## src/rtl/gfc_pkg.sv

```systemverilog
package gfc_pkg;
    typedef enum logic [1:0] {
        ST_IDLE  = 2'd0,
        ST_ARM   = 2'd1,
        ST_GATE  = 2'd2,
        ST_LATCH = 2'd3
    } gfc_state_e;

    localparam logic [1:0] MODE_FREQ = 2'b00;
endpackage

```

## src/rtl/gfc_edge_sync.sv

```systemverilog
module gfc_edge_sync #(
    parameter int STAGES = 2
) (
    input  logic clk,
    input  logic rst_n,
    input  logic async_in,
    output logic rise
);
    logic [STAGES-1:0] chain;
    logic              prev;

    genvar g;
    generate
        for (g = 0; g < STAGES; g++) begin : g_sync
            if (g == 0) begin : g_first
                always_ff @(posedge clk or negedge rst_n) begin
                    if (!rst_n) chain[0] <= 1'b0;
                    else        chain[0] <= async_in;
                end
            end else begin : g_next
                always_ff @(posedge clk or negedge rst_n) begin
                    if (!rst_n) chain[g] <= 1'b0;
                    else        chain[g] <= chain[g-1];
                end
            end
        end
    endgenerate

    always_ff @(posedge clk or negedge rst_n) begin
        if (!rst_n) prev <= 1'b0;
        else        prev <= chain[STAGES-1];
    end

    assign rise = chain[STAGES-1] & ~prev;
endmodule

```

## src/rtl/gfc_gate_timer.sv

```systemverilog
module gfc_gate_timer #(
    parameter int GATE0 = 75,
    parameter int GATE1 = 300,
    parameter int GATE2 = 600,
    parameter int GATE3 = 2400,
    localparam int TCW  = $clog2(GATE3)
) (
    input  logic       clk,
    input  logic       rst_n,
    input  logic       tick,
    input  logic       load,
    input  logic [1:0] sel,
    input  logic       run,
    output logic       last
);
    localparam logic [TCW-1:0] LIM0 = TCW'(GATE0 - 1);
    localparam logic [TCW-1:0] LIM1 = TCW'(GATE1 - 1);
    localparam logic [TCW-1:0] LIM2 = TCW'(GATE2 - 1);
    localparam logic [TCW-1:0] LIM3 = TCW'(GATE3 - 1);

    logic [1:0]     sel_r;
    logic [TCW-1:0] tcnt;
    logic [TCW-1:0] lim;

    always_comb begin
        unique case (sel_r)
            2'b00:   lim = LIM0;
            2'b01:   lim = LIM1;
            2'b10:   lim = LIM2;
            default: lim = LIM3;
        endcase
    end

    always_ff @(posedge clk or negedge rst_n) begin
        if (!rst_n) begin
            sel_r <= 2'b00;
            tcnt  <= '0;
        end else if (load) begin
            sel_r <= sel;
            tcnt  <= '0;
        end else if (run && tick) begin
            tcnt  <= (tcnt == lim) ? '0 : tcnt + 1'b1;
        end
    end

    assign last = run & tick & (tcnt == lim);

    AST_TCNT_RANGE: assert property (@(posedge clk) disable iff (!rst_n)
        tcnt <= lim);
    AST_SEL_HELD: assert property (@(posedge clk) disable iff (!rst_n)
        !load |=> $stable(sel_r));
endmodule

```

## src/rtl/gfc_accum.sv

```systemverilog
module gfc_accum #(
    parameter int CNT_W = 20
) (
    input  logic             clk,
    input  logic             rst_n,
    input  logic             clr,
    input  logic             inc,
    input  logic             latch,
    output logic [CNT_W-1:0] result,
    output logic             result_ovf
);
    localparam logic [CNT_W-1:0] CNT_MAX = {CNT_W{1'b1}};

    logic [CNT_W-1:0] acc;
    logic             ovf;

    always_ff @(posedge clk or negedge rst_n) begin
        if (!rst_n) begin
            acc <= '0;
            ovf <= 1'b0;
        end else if (clr) begin
            acc <= '0;
            ovf <= 1'b0;
        end else if (inc) begin
            if (acc == CNT_MAX) ovf <= 1'b1;
            else                acc <= acc + 1'b1;
        end
    end

    always_ff @(posedge clk or negedge rst_n) begin
        if (!rst_n) begin
            result     <= '0;
            result_ovf <= 1'b0;
        end else if (latch) begin
            result     <= acc;
            result_ovf <= ovf;
        end
    end

    AST_SAT_HOLD: assert property (@(posedge clk) disable iff (!rst_n)
        (acc == CNT_MAX && !clr) |=> acc == CNT_MAX);
    AST_NO_STRAY_COUNT: assert property (@(posedge clk) disable iff (!rst_n)
        (!inc && !clr) |=> $stable(acc));
    AST_RESULT_HOLD: assert property (@(posedge clk) disable iff (!rst_n)
        !latch |=> ($stable(result) && $stable(result_ovf)));
endmodule

```

## src/rtl/gfc_freq_counter.sv

```systemverilog
module gfc_freq_counter
    import gfc_pkg::*;
#(
    parameter int CNT_W       = 20,
    parameter int SYNC_STAGES = 2,
    parameter int GATE0       = 75,
    parameter int GATE1       = 300,
    parameter int GATE2       = 600,
    parameter int GATE3       = 2400
) (
    input  logic             clk,
    input  logic             rst_n,
    input  logic             tick_75k,
    input  logic             sig_in,
    input  logic             inhibit,
    input  logic             cfg_we,
    input  logic [1:0]       cfg_mode,
    input  logic [1:0]       cfg_gate,
    input  logic             start,
    output logic             busy,
    output logic             gate_open,
    output logic             done,
    output logic [CNT_W-1:0] count,
    output logic             overflow
);
    gfc_state_e state, state_nx;
    logic [1:0] mode_r;
    logic [1:0] gate_r;
    logic       start_ok;
    logic       rise;
    logic       gate_last;
    logic       cnt_inc;
    logic       do_latch;

    // configuration register
    always_ff @(posedge clk or negedge rst_n) begin
        if (!rst_n) begin
            mode_r <= MODE_FREQ;
            gate_r <= 2'b00;
        end else if (cfg_we) begin
            mode_r <= cfg_mode;
            gate_r <= cfg_gate;
        end
    end

    assign start_ok = start && (mode_r == MODE_FREQ);

    gfc_edge_sync #(.STAGES(SYNC_STAGES)) u_sync (
        .clk      (clk),
        .rst_n    (rst_n),
        .async_in (sig_in),
        .rise     (rise)
    );

    gfc_gate_timer #(
        .GATE0 (GATE0), .GATE1 (GATE1), .GATE2 (GATE2), .GATE3 (GATE3)
    ) u_timer (
        .clk   (clk),
        .rst_n (rst_n),
        .tick  (tick_75k),
        .load  (start_ok),
        .sel   (gate_r),
        .run   (state == ST_GATE),
        .last  (gate_last)
    );

    assign cnt_inc  = rise && (state == ST_GATE) && !inhibit;
    assign do_latch = (state == ST_LATCH) && !start_ok;

    gfc_accum #(.CNT_W(CNT_W)) u_accum (
        .clk        (clk),
        .rst_n      (rst_n),
        .clr        (start_ok),
        .inc        (cnt_inc),
        .latch      (do_latch),
        .result     (count),
        .result_ovf (overflow)
    );

    // state register
    always_ff @(posedge clk or negedge rst_n) begin
        if (!rst_n) state <= ST_IDLE;
        else        state <= state_nx;
    end

    // next-state logic
    always_comb begin
        state_nx = state;
        if (start_ok) begin
            state_nx = ST_ARM;
        end else begin
            unique case (state)
                ST_IDLE:  state_nx = ST_IDLE;
                ST_ARM:   if (tick_75k)  state_nx = ST_GATE;
                ST_GATE:  if (gate_last) state_nx = ST_LATCH;
                ST_LATCH: state_nx = ST_IDLE;
                default:  state_nx = ST_IDLE;
            endcase
        end
    end

    // outputs
    always_comb begin
        busy      = (state != ST_IDLE);
        gate_open = (state == ST_GATE);
    end

    always_ff @(posedge clk or negedge rst_n) begin
        if (!rst_n)        done <= 1'b0;
        else if (start_ok) done <= 1'b0;
        else if (do_latch) done <= 1'b1;
    end

    AST_DONE_IDLE: assert property (@(posedge clk) disable iff (!rst_n)
        done |-> state == ST_IDLE);
    AST_DONE_SRC: assert property (@(posedge clk) disable iff (!rst_n)
        $rose(done) |-> $past(state) == ST_LATCH);
    AST_MODE_GUARD: assert property (@(posedge clk) disable iff (!rst_n)
        (state == ST_IDLE && start && mode_r != MODE_FREQ) |=> state == ST_IDLE);
    AST_GATE_AFTER_ARM: assert property (@(posedge clk) disable iff (!rst_n)
        $rose(gate_open) |-> $past(state) == ST_ARM);
    AST_INHIBIT_MASK: assert property (@(posedge clk) disable iff (!rst_n)
        inhibit |-> !cnt_inc);
endmodule

```

## config.mk

```make
export PLATFORM = sky130hd
export DESIGN_NAME = gfc_freq_counter
export DESIGN_NICKNAME = d
export VERILOG_FILES = /design/src/rtl/gfc_pkg.sv /design/src/rtl/gfc_edge_sync.sv /design/src/rtl/gfc_gate_timer.sv /design/src/rtl/gfc_accum.sv /design/src/rtl/gfc_freq_counter.sv
export SDC_FILE = /design/constraint.sdc
export NUM_CORES = 1
export LEC_CHECK = 0
export BUFFER_PORTS_ARGS = -buffer_cell sky130_fd_sc_hd__buf_2
export CAP_MARGIN = 40
export CORE_MARGIN = 2
export CORE_UTILIZATION = 53
export CTS_CLUSTER_SIZE = 12
export DETAILED_ROUTE_END_ITERATION = 6
export PLACE_DENSITY = 0.71
export SYNTH_ARGS = -nofsm -noshare
export SYNTH_HDL_FRONTEND = slang
export SYNTH_SLANG_ARGS = --single-unit
```

## constraint.sdc

```tcl
create_clock -name clk -period 2.6 [get_ports clk]
set_input_delay 0.26 -clock clk [delete_from_list [all_inputs] [get_ports clk]]
set_output_delay 0.26 -clock clk [all_outputs]
set_load 0.01 [all_outputs]
```

==> results of run 1 <==
==> state kept, by name, summed over array words and instances (netlist names) <==
name and cells:
done 1, gate_r 2, mode_r 2, state 2, u_accum.acc 20, u_accum.ovf 1, u_accum.result 20, u_accum.result_ovf 1
u_sync.chain 2, u_sync.prev 1, u_timer.sel_r 2, u_timer.tcnt 12
==> metrics by stage <==
step / area (sq um) / std cells / utilization (%) / power [uW]
after CTS: 3638 / 414 / 61.82 / 2489
after floorplan: 3212 / 297 / - / 1547
after global placement: 3446 / 397 / 58.55 / 1675
after global routing: 3638 / 414 / 61.82 / 2611
after detailed placement: 3446 / 397 / 58.55 / 1694
final: 3638 / 414 / 61.82 / 2459
==> cell usage in the layout, fill, tap and decap left out, types with 3 or more instances in the layout <==
| cell | n |
|---|---|
| dfrtp_1 | 66 |
| inv_1 | 7 |
| a21oi_1 | 10 |
| nand2_1 | 25 |
| nand3_1 | 20 |
| mux2_2 | 25 |
| o21ai_0 | 11 |
| ha_1 | 7 |
| nor3_1 | 12 |
| xor2_1 | 15 |
| o21ai_1 | 3 |
| buf_4 | 4 |
| nor2_1 | 31 |
| clkbuf_8 | 12 |
| or3_1 | 3 |
| xnor2_1 | 6 |
| and3_1 | 3 |
| a31oi_1 | 3 |
| buf_2 | 34 |
| and2_1 | 3 |
==> path summary, 6_finish.rpt <==
path / endpoint / cells past startpoint / start / slack [ns]
worst max register to register: u_accum.acc[13] / 7 / state[0] / 0.50
max in group asynchronous: u_accum.acc[3] / 3 / rst_n / 1.37
min in group asynchronous: u_timer.tcnt[4] / 2 / rst_n / 0.50
worst max-delay path: u_accum.acc[13] / 7 / state[0] / 0.50
worst min-delay path: u_sync.chain[0] / 1 / sig_in / 0.03
worst min register to register: u_sync.chain[1] / 0 / u_sync.chain[0] / 0.36
==> worst max-delay path, stage by stage (launching register included) <==
cell	delay (ns)
dfrtp_1	0.41
inv_1	0.13
ha_1	0.24
and4bb_2	0.30
and3_1	0.31
nand4_2	0.17
or3_1	0.35
a21oi_2	0.13
==> power by group through the flow <==
stage,Combinational (uW),Clock (uW),Sequential (uW)
after floorplan,356,0,1190
after global routing,533,861,1220
after CTS,474,810,1200
after global placement,457,0,1220
after detailed placement,469,0,1220
final,465,790,1200
==> cell families after synthesis <==
family                     share of synthesized area (%)
AOI/OAI and AO/OA                                  7.090
xor gates and xnor gates                           5.727
adders and majority gates                          2.727
buffers and inverters                              2.844
DFF                                                51.42
muxes                                              9.388
and+or+nand+nor                                    20.80
==> synth_stat cells, drive strengths merged, types with 2 or more instances <==
cell type  instances  area, sq um
o21ai             14        70.06
nand4              3        40.04
nand4b             2        17.52
a31oi              4        31.28
nand3             21        117.6
mux2i              2        20.02
inv                7        26.28
and4bb             2        25.02
nor2              32        127.6
nor3              12        60.06
mux2              25        281.5
buf                7        42.54
ha                 7        87.58
and3               4        26.28
dfrtp             66         1652
xnor2              6        52.55
clkbuf             6        22.52
and2               3        18.77
xor2              15        131.4
a21oi             11        58.81
or3                3        18.77
nand2             27        111.4
and4               4        40.04
==> area by class of cell <==
type | count | area, sq um
inverters | 7 | 26.28
flip-flops and latches | 66 | 1652
multi-input cells | 211 | 1474
fillers | 500 | 2247
clock inverters | 2 | 10.01
repair buffers | 39 | 210.2
clock buffers | 14 | 172.7
well taps | 75 | 93.84
==> what timing repair did <==
| action | CTS | global route |
|---|---|---|
| gates resized for setup | 0 | 0 |
| hold buffers | 1 | 0 |
| endpoints found under the hold margin | 28 | 0 |
==> layer usage <==
| metal | wire, um | up-vias | share of wire [%] | global-route usage (%) |
|---|---|---|---|---|
| met5 | 0 | - | 0 | 0 |
| met4 | 84 | 0 | 1.4 | 7.500 |
| met3 | 171 | 6 | 2.8 | 7.363 |
| met2 | 3074 | 34 | 51 | 35.12 |
| met1 | 2727 | 1105 | 45 | 25.99 |
| li1 | - | 1108 | - | - |
==> metrics.txt, run 1 <==
mapped cell area=about 0.0032 sq mm; Setup WS pre-CTS=approximately 0.49 ns; clk buf depth=2; ANT cells=0; Clock Power Share=32.1%; Final #Nets=352; Syn Nets=approximately 320; register bit count reported by yosys=66; final period utilization=slightly above 80%; share of cells above drive strength 1=approximately 28%; switch share=between 20% and 30%; I/O pin count=35; Die Wd=a little over 80 um; VDD IR-drop max=about 0.38 mV; CP Max Fanout=6; Sequential Power Share=48.9%; critical path arrival=around 2.4 ns; number of nets still failing antenna checks after routing=0; part of the power in combinational logic=about a fifth; Yosys cell types=52; Max Clock Skew=0.008390 ns; port buffer count=34; initial drt markers=roughly 130; post-CTS setup buffers=0; Post-synth EDFFs=0; Clk Latency, worst-skew pair=around 0.33 ns; antenna violations before repair=0; internal power=1724 uW; HP Class=in2reg; data required time at the worst endpoint=2.86 ns; Worst slew margin=between 50 and 60%; die footprint=0.006699 sq mm; Max Clk Rate=about 480 MHz; fin worst setup slack=0.4994 ns; Setup TNS Final=0 ns; PwrDens=between 600 and 700 mW/mm^2; Starting Density=54.57%; final-report hold violation count=0; Post-DP HPWL=approximately 4300 um; WL final=6057 um; GP Congestion=0.9070; post-DR wirelength/cell=~15 um; RSZ-0062 raised after global routing=false; Post-synth ARST share=between 90% and 100%; vias per inst=approximately 5.4; fin crit period=between 2 and 2.5 ns; number of global-route vias before repair=approximately 2.3k; Root Buffer=clkbuf_8; number of placement rows=28; vias post-DR=roughly 2.3k; outcome=complete, no violations; Hold WS=between 0.02 and 0.03 ns; first-pass GRT wire length=roughly 11000 um; Synth Instances=just under 300; Total GRT Usage=21.30%; Reg clk slew, reported paths=about 0.070 ns; synth warn=0; Net Switching=734.6 uW; Final setup viols=0; CTS tree=built; CORE AREA=0.005886 sq mm; Die Y=approximately 82 um; clock tree sinks=66; DR pass1 iterations=4; ys flop type=dfrtp_1; CTS H-tree lvls=3; Syn Area/Cell=~11 sq um; CTS Buf Count=9; largest net degree at the start of global routing=33; post-synthesis sequential area ratio=51.42%; grt ovf=0; Post-route DRC=0; CP Class=reg2reg; crit end category=register; slew at the pin with the worst max-slew slack=0.6892 ns; CP Launch Type=register; max-slew violation count=0; max_cap viols=0; Leakage Power=~0.0018 uW; Syn-to-layout area delta=13.28%
No activity file was read; power rests on OpenSTA's default activity.
==> run 2, diff against run 1 <==
- clock period: 2.6 -> 2.08 ns (I/O delays scaled with it)
==> run 2 against run 1 <==
Net effect:
- worst hold slack better by 0.067 ns
- critical endpoint is now state[0]
- non-clock buffer count rose by 4
- global-route usage down 0.22 points
- sequential power up 26%
- cell count grew 0.97%
- clock power grew 54%
- sequential share of layout area shrank 1.3 points
- wire length is 1.7% higher
==> metrics.txt, run 2 (synthesis results as in run 1) <==
outcome=complete, no violations; Power Total=3360 uW (+37%); WL final=6157 um (+1.7%); CP max stage delay=0.50 ns (+0.09 ns); vias post-DR=2295 (+1.9%); vias per inst=5.490 (+0.89%); CTS H-tree lvls=3 (unchanged); slew at the pin with the worst max-slew slack=0.4526 ns (-0.2366 ns); most frequent cells in the layout=66 x dfrtp_1, 34 x buf_2, 31 x nor2_1; port buffer count=34 (unchanged); max_cap viols=0 (unchanged); Starting Density=54.57% (unchanged); RSZ-0062 raised after global routing=false; Total GRT Usage=21.08% (-0.22 points); max-slew violation count=0 (unchanged); Leakage Power=0.001812 uW (+2.7%); Die Y=81.85 um (unchanged); HP Class=in2reg; largest net degree at the start of global routing=67 (+100%); GRT busiest layer=met2; number of nets still failing antenna checks after routing=0 (unchanged); critical path depth=6 (-1); Buffers & Inverters on Critical Path=0 (-1); Root Buffer=clkbuf_8; Post-DP HPWL=4137 um (-3.5%); Syn-to-layout area delta=16.52%; GP Congestion=0.9008 (-0.68%); critical path arrival=2.11 ns (-0.25 ns); grt ovf=0 (unchanged); Worst slew margin=69.83% (+16 points); Die Wd=81.85 um (unchanged); clk buf depth=2 (unchanged); Post-route DRC=0 (unchanged); Setup TNS Final=0 ns (unchanged); CTS Buf Count=9 (unchanged); CTS tree=built; VDD IR-drop max=0.4715 mV (+26%); first-pass GRT wire length=10690 um (+0.26%); Hold Path Stages=2 (+1); die footprint=0.006699 sq mm (unchanged); worst path cell trace=nor2b_2 -> nand3b_1 -> a2111oi_4 -> a31oi_2 -> nor3_1 -> a31oi_1; biggest regs=u_accum.acc (20), u_accum.result (20), u_timer.tcnt (12); number of global-route vias before repair=2312 (+2.2%); ANT cells=0 (unchanged); length in cells of the worst reg-to-reg path=6 (-1); Max Clock Skew=0.01013 ns (+0.001740 ns); DR pass1 iterations=4 (unchanged); crit end category=register; met2 global-route usage=35.20% (+0.081 points); Critical-path top delay cell=dfrtp_1; met1 Usage GRT=26.24% (+0.25 points); final period utilization=90.83% (+10 points); initial drt markers=84 (-37%); final-report hold violation count=0 (unchanged); Final setup viols=0 (unchanged); Final #Nets=356 (+1.1%); CP Launch Type=register; data required time at the worst endpoint=2.30 ns (-0.56 ns); PwrDens=898.0 mW/mm^2 (+33%); share of cells above drive strength 1=28.86% (+1.1 points); number of placement rows=28 (unchanged); CP Max Fanout=9 (+3); fin crit period=1.889 ns (-0.2113 ns); clock tree sinks=66 (unchanged); post-DR wirelength/cell=14.73 um (+0.68%); CORE AREA=0.005886 sq mm (unchanged); Max Clk Rate=529.3 MHz (+11%); I/O pin count=35 (unchanged); Clk Latency, worst-skew pair=0.34 ns (about the same); antenna violations before repair=0 (unchanged); Largest delay share family, worst path=compound AO/OA/AOI/OAI gates; Reg clk slew, reported paths=0.07 ns (about the same); commonest non-fill, non-tap cell in the layout=dfrtp_1; met3 Use GR=5.604% (-1.8 points); CP Class=reg2reg
run 2: power by group:
| group | switching (uW) | internal, uW | total [uW] | leakage (uW) |
|---|---|---|---|---|
| logic | 350 | 279 | 628 | 0.000809 |
| registers | 126 | 1380 | 1510 | 0.000886 |
| clock network | 481 | 741 | 1220 | 0.000117 |
run 2: final timing paths:
kind	startpoint	endpoint	slack, ns
worst max-delay path	u_timer.sel_r[1]	state[0]	0.19
worst min-delay path	cfg_mode[1]	mode_r[1]	0.1
worst max register to register	u_timer.sel_r[1]	state[0]	0.19
worst min register to register	u_sync.chain[0]	u_sync.chain[1]	0.38
max in group asynchronous	rst_n	u_accum.acc[10]	1.39
min in group asynchronous	rst_n	gate_r[0]	0.41
run 2: final cells by class:
cell class	instances	area, sq um
Timing Repair Buffer	43	267.8
Sequential cell	66	1652
Clock buffer	12	155.1
Multi-Input combinational cell	211	1474
Inverter	7	26.28
Tap cell	75	93.84
Fill cell	498	2143
Clock inverter	4	73.82
run 2: repair_timing:
action	CTS	global route
setup endpoints to repair	0	4
resized for setup	0	2
buffers inserted	0	0
hold buffers	2	0
endpoints found under the hold margin	67	0
run 2: layer usage:
metal,share of wire (%),vias to the layer above
met5,0,-
met4,1.2,0
met2,50,35
li1,-,1113
met1,45,1140
met3,3.4,7
run 2: per-stage QoR:
| stage | cells | setup slack [ns] | cell area (sq um) | hold WS (ns) | util (%) |
|---|---|---|---|---|---|
| floorplan | 297 | 0.1236 | 3212 | -0.08759 | - |
| global placement | 400 | 0.2068 | 3493 | 0.2527 | 59.35 |
| detailed placement | 400 | 0.1411 | 3493 | 0.2497 | 59.35 |
| CTS | 418 | 0.1276 | 3742 | 0.08083 | 63.58 |
| global route | 418 | 0.03195 | 3742 | 0.09084 | 63.58 |
| finish | 418 | 0.1907 | 3742 | 0.09524 | 63.58 |
==> run 3, diff against run 2 <==
- GPL_TIMING_DRIVEN: default -> 0
==> run 3 against run 2 <==
Net effect:
- flip-flop and latch count is the same
- wire length is 1.7% higher
- largest cell class unchanged
- fmax down 3.3%
- sequential share of layout area about the same
- power is 3.3% lower
==> metrics.txt, run 3 (synthesis results as in run 1) <==
outcome=complete, no violations; post-detailed-placement cell area=0.003478 sq mm (-0.43%); Setup WS pre-CTS=-0.05922 ns (-0.2004 ns); vias post-DR=2344 (+2.1%); slew at the pin with the worst max-slew slack=0.8160 ns (+0.3634 ns); Final #Nets=365 (+2.5%); CP Launch Type=register; data required time at the worst endpoint=2.35 ns (+0.05 ns); I/O pin count=35 (unchanged); WL final=6260 um (+1.7%); largest net degree at the start of global routing=67 (unchanged); part of the power in combinational logic=20.2% (+1.5 points); biggest regs=u_accum.acc (20), u_accum.result (20), u_timer.tcnt (12); fin worst setup slack=0.1255 ns (-0.06518 ns); commonest non-fill, non-tap cell in the layout=dfrtp_1; Worst slew margin=45.60% (-24 points); die footprint=0.006699 sq mm (unchanged); Final setup viols=0 (unchanged); number of placement rows=28 (unchanged); Reg clk slew, reported paths=0.07 ns (about the same); first-pass GRT wire length=10440 um (-2.3%); final period utilization=93.96% (+3.1 points); most frequent cells in the layout=66 x dfrtp_1, 36 x buf_2, 31 x nor2_1; vias per inst=5.489 (about the same); Max Clk Rate=511.7 MHz (-3.3%); Hold Path Stages=2 (unchanged); Leakage Power=0.001806 uW (-0.30%); CTS Buf Count=9 (unchanged); final-report hold violation count=0 (unchanged); DR pass1 iterations=4 (unchanged); Post-route DRC=0 (unchanged); clk buf depth=2 (unchanged); ANT cells=0 (unchanged); Post-DP HPWL=4266 um (+3.1%); Total GRT Usage=20.80% (-0.28 points); Starting Density=54.57% (unchanged); GP Congestion=0.9147 (+1.5%); fin cells=427 (+2.2%); HP Class=in2reg; initial drt markers=86 (+2.4%); dpl cells=406 (+1.5%); post-DR wirelength/cell=14.66 um (-0.47%); VDD IR-drop max=0.5119 mV (+8.6%); CP Max Fanout=6 (-3); crit end category=register; number of nets still failing antenna checks after routing=0 (unchanged); clock tree sinks=66 (unchanged); Net Switching=974.4 uW (+1.8%); Clock Power Share=34.0% (-2.4 points); max-slew violation count=0 (unchanged); critical path arrival=2.22 ns (+0.11 ns); Syn-to-layout area delta=16.44% (about the same); length in cells of the worst reg-to-reg path=7 (+1); fin area=0.003740 sq mm (about the same); PwrDens=868.7 mW/mm^2 (-3.3%); grt ovf=0 (unchanged); switch share=29.99% (+1.5 points); Setup TNS Final=0 ns (unchanged); RSZ-0062 raised after global routing=false; Sequential Power Share=45.8% (+0.9 points); share of cells above drive strength 1=28.98% (+0.11 points); fin crit period=1.954 ns (+0.06518 ns); port buffer count=34 (unchanged); number of global-route vias before repair=2244 (-2.9%); Clk Latency, worst-skew pair=0.34 ns (about the same); CTS H-tree lvls=3 (unchanged); CP Class=reg2reg; antenna violations before repair=0 (unchanged); max_cap viols=0 (unchanged); Die Y=81.85 um (unchanged); CTS tree=built; Die Wd=81.85 um (unchanged); CORE AREA=0.005886 sq mm (unchanged); Root Buffer=clkbuf_8; Max Clock Skew=0.005169 ns (-0.004961 ns); internal power=2275 uW (-5.4%)
-- run 3: cell types whose count changed in the layout (fill, tap and decap cells not counted) --
cell | before | now
clkbuf_1 | 1 | 6
ha_1 | 7 | 6
bufinv_16 | 2 | 1
clkinvlp_4 | 0 | 1
nor3b_2 | 1 | 0
buf_12 | 2 | 0
buf_4 | 5 | 6
buf_6 | 0 | 1
clkinv_2 | 1 | 3
nor3b_1 | 0 | 1
buf_1 | 0 | 1
buf_2 | 34 | 36
clkinv_4 | 1 | 0
ha_4 | 0 | 1
-- run 3: final timing paths --
| path | startpoint | to | slack (ns) |
|---|---|---|---|
| max reg2reg | state[1] | u_accum.acc[13] | 0.13 |
| min | cfg_gate[1] | gate_r[1] | 0.09 |
| min reg2reg | u_sync.chain[0] | u_sync.chain[1] | 0.36 |
| min in group asynchronous | rst_n | u_timer.tcnt[0] | 0.50 |
| max | state[1] | u_accum.acc[13] | 0.13 |
| max in group asynchronous | rst_n | u_accum.result[3] | 1.04 |
-- run 3: cell type report --
cell class / instances / area [sq um]
sequential: 66 / 1652
tap: 75 / 93.84
multi-input combinational: 211 / 1481
timing repair buffer: 39 / 215.2
clock inverter: 5 / 52.55
buffer: 13 / 67.56
inverter: 7 / 26.28
fill: 494 / 2146
clock buffer: 11 / 151.4
-- run 3: power by group through the flow --
stage	Clock (uW)	Sequential, uW	Combinational (uW)
after floorplan	0	1490	445
after detailed placement	0	1510	627
after global routing	1190	1510	751
after global placement	0	1500	607
final	1100	1490	657
after CTS	1130	1480	635
-- run 3: repair_timing --
| item | CTS | global route |
|---|---|---|
| buffers inserted | 0 | 3 |
| setup endpoints to repair | 6 | 7 |
| hold buffers | 2 | 0 |
| hold endpoints to repair | 67 | 0 |
| pin swaps | 1 | 1 |
| gates resized for setup | 3 | 2 |
-- run 3: through the flow --
stage / total power [uW] / util, % / hold WS, ns
finish: 3249 / 63.54 / 0.09496
detailed placement: 2133 / 59.10 / 0.3178
global placement: 2105 / 59.06 / 0.3164
global route: 3452 / 63.54 / 0.08292
CTS: 3248 / 62.99 / 0.08137
floorplan: 1933 / - / -0.08759
-- run 3: worst max-delay path: stages, from the launching register on --
cell	delay (ns)
dfrtp_1	0.47
ha_4	0.19
and4bb_2	0.29
and3_1	0.16
buf_4	0.14
nand4_2	0.13
or3_1	0.36
a21oi_2	0.14
-- run 3: layer usage --
layer	global-route usage [%]	routed length [um]
met5	0	0
met4	9.333	84
met3	4.945	186
met2	34.47	3216
met1	25.81	2772
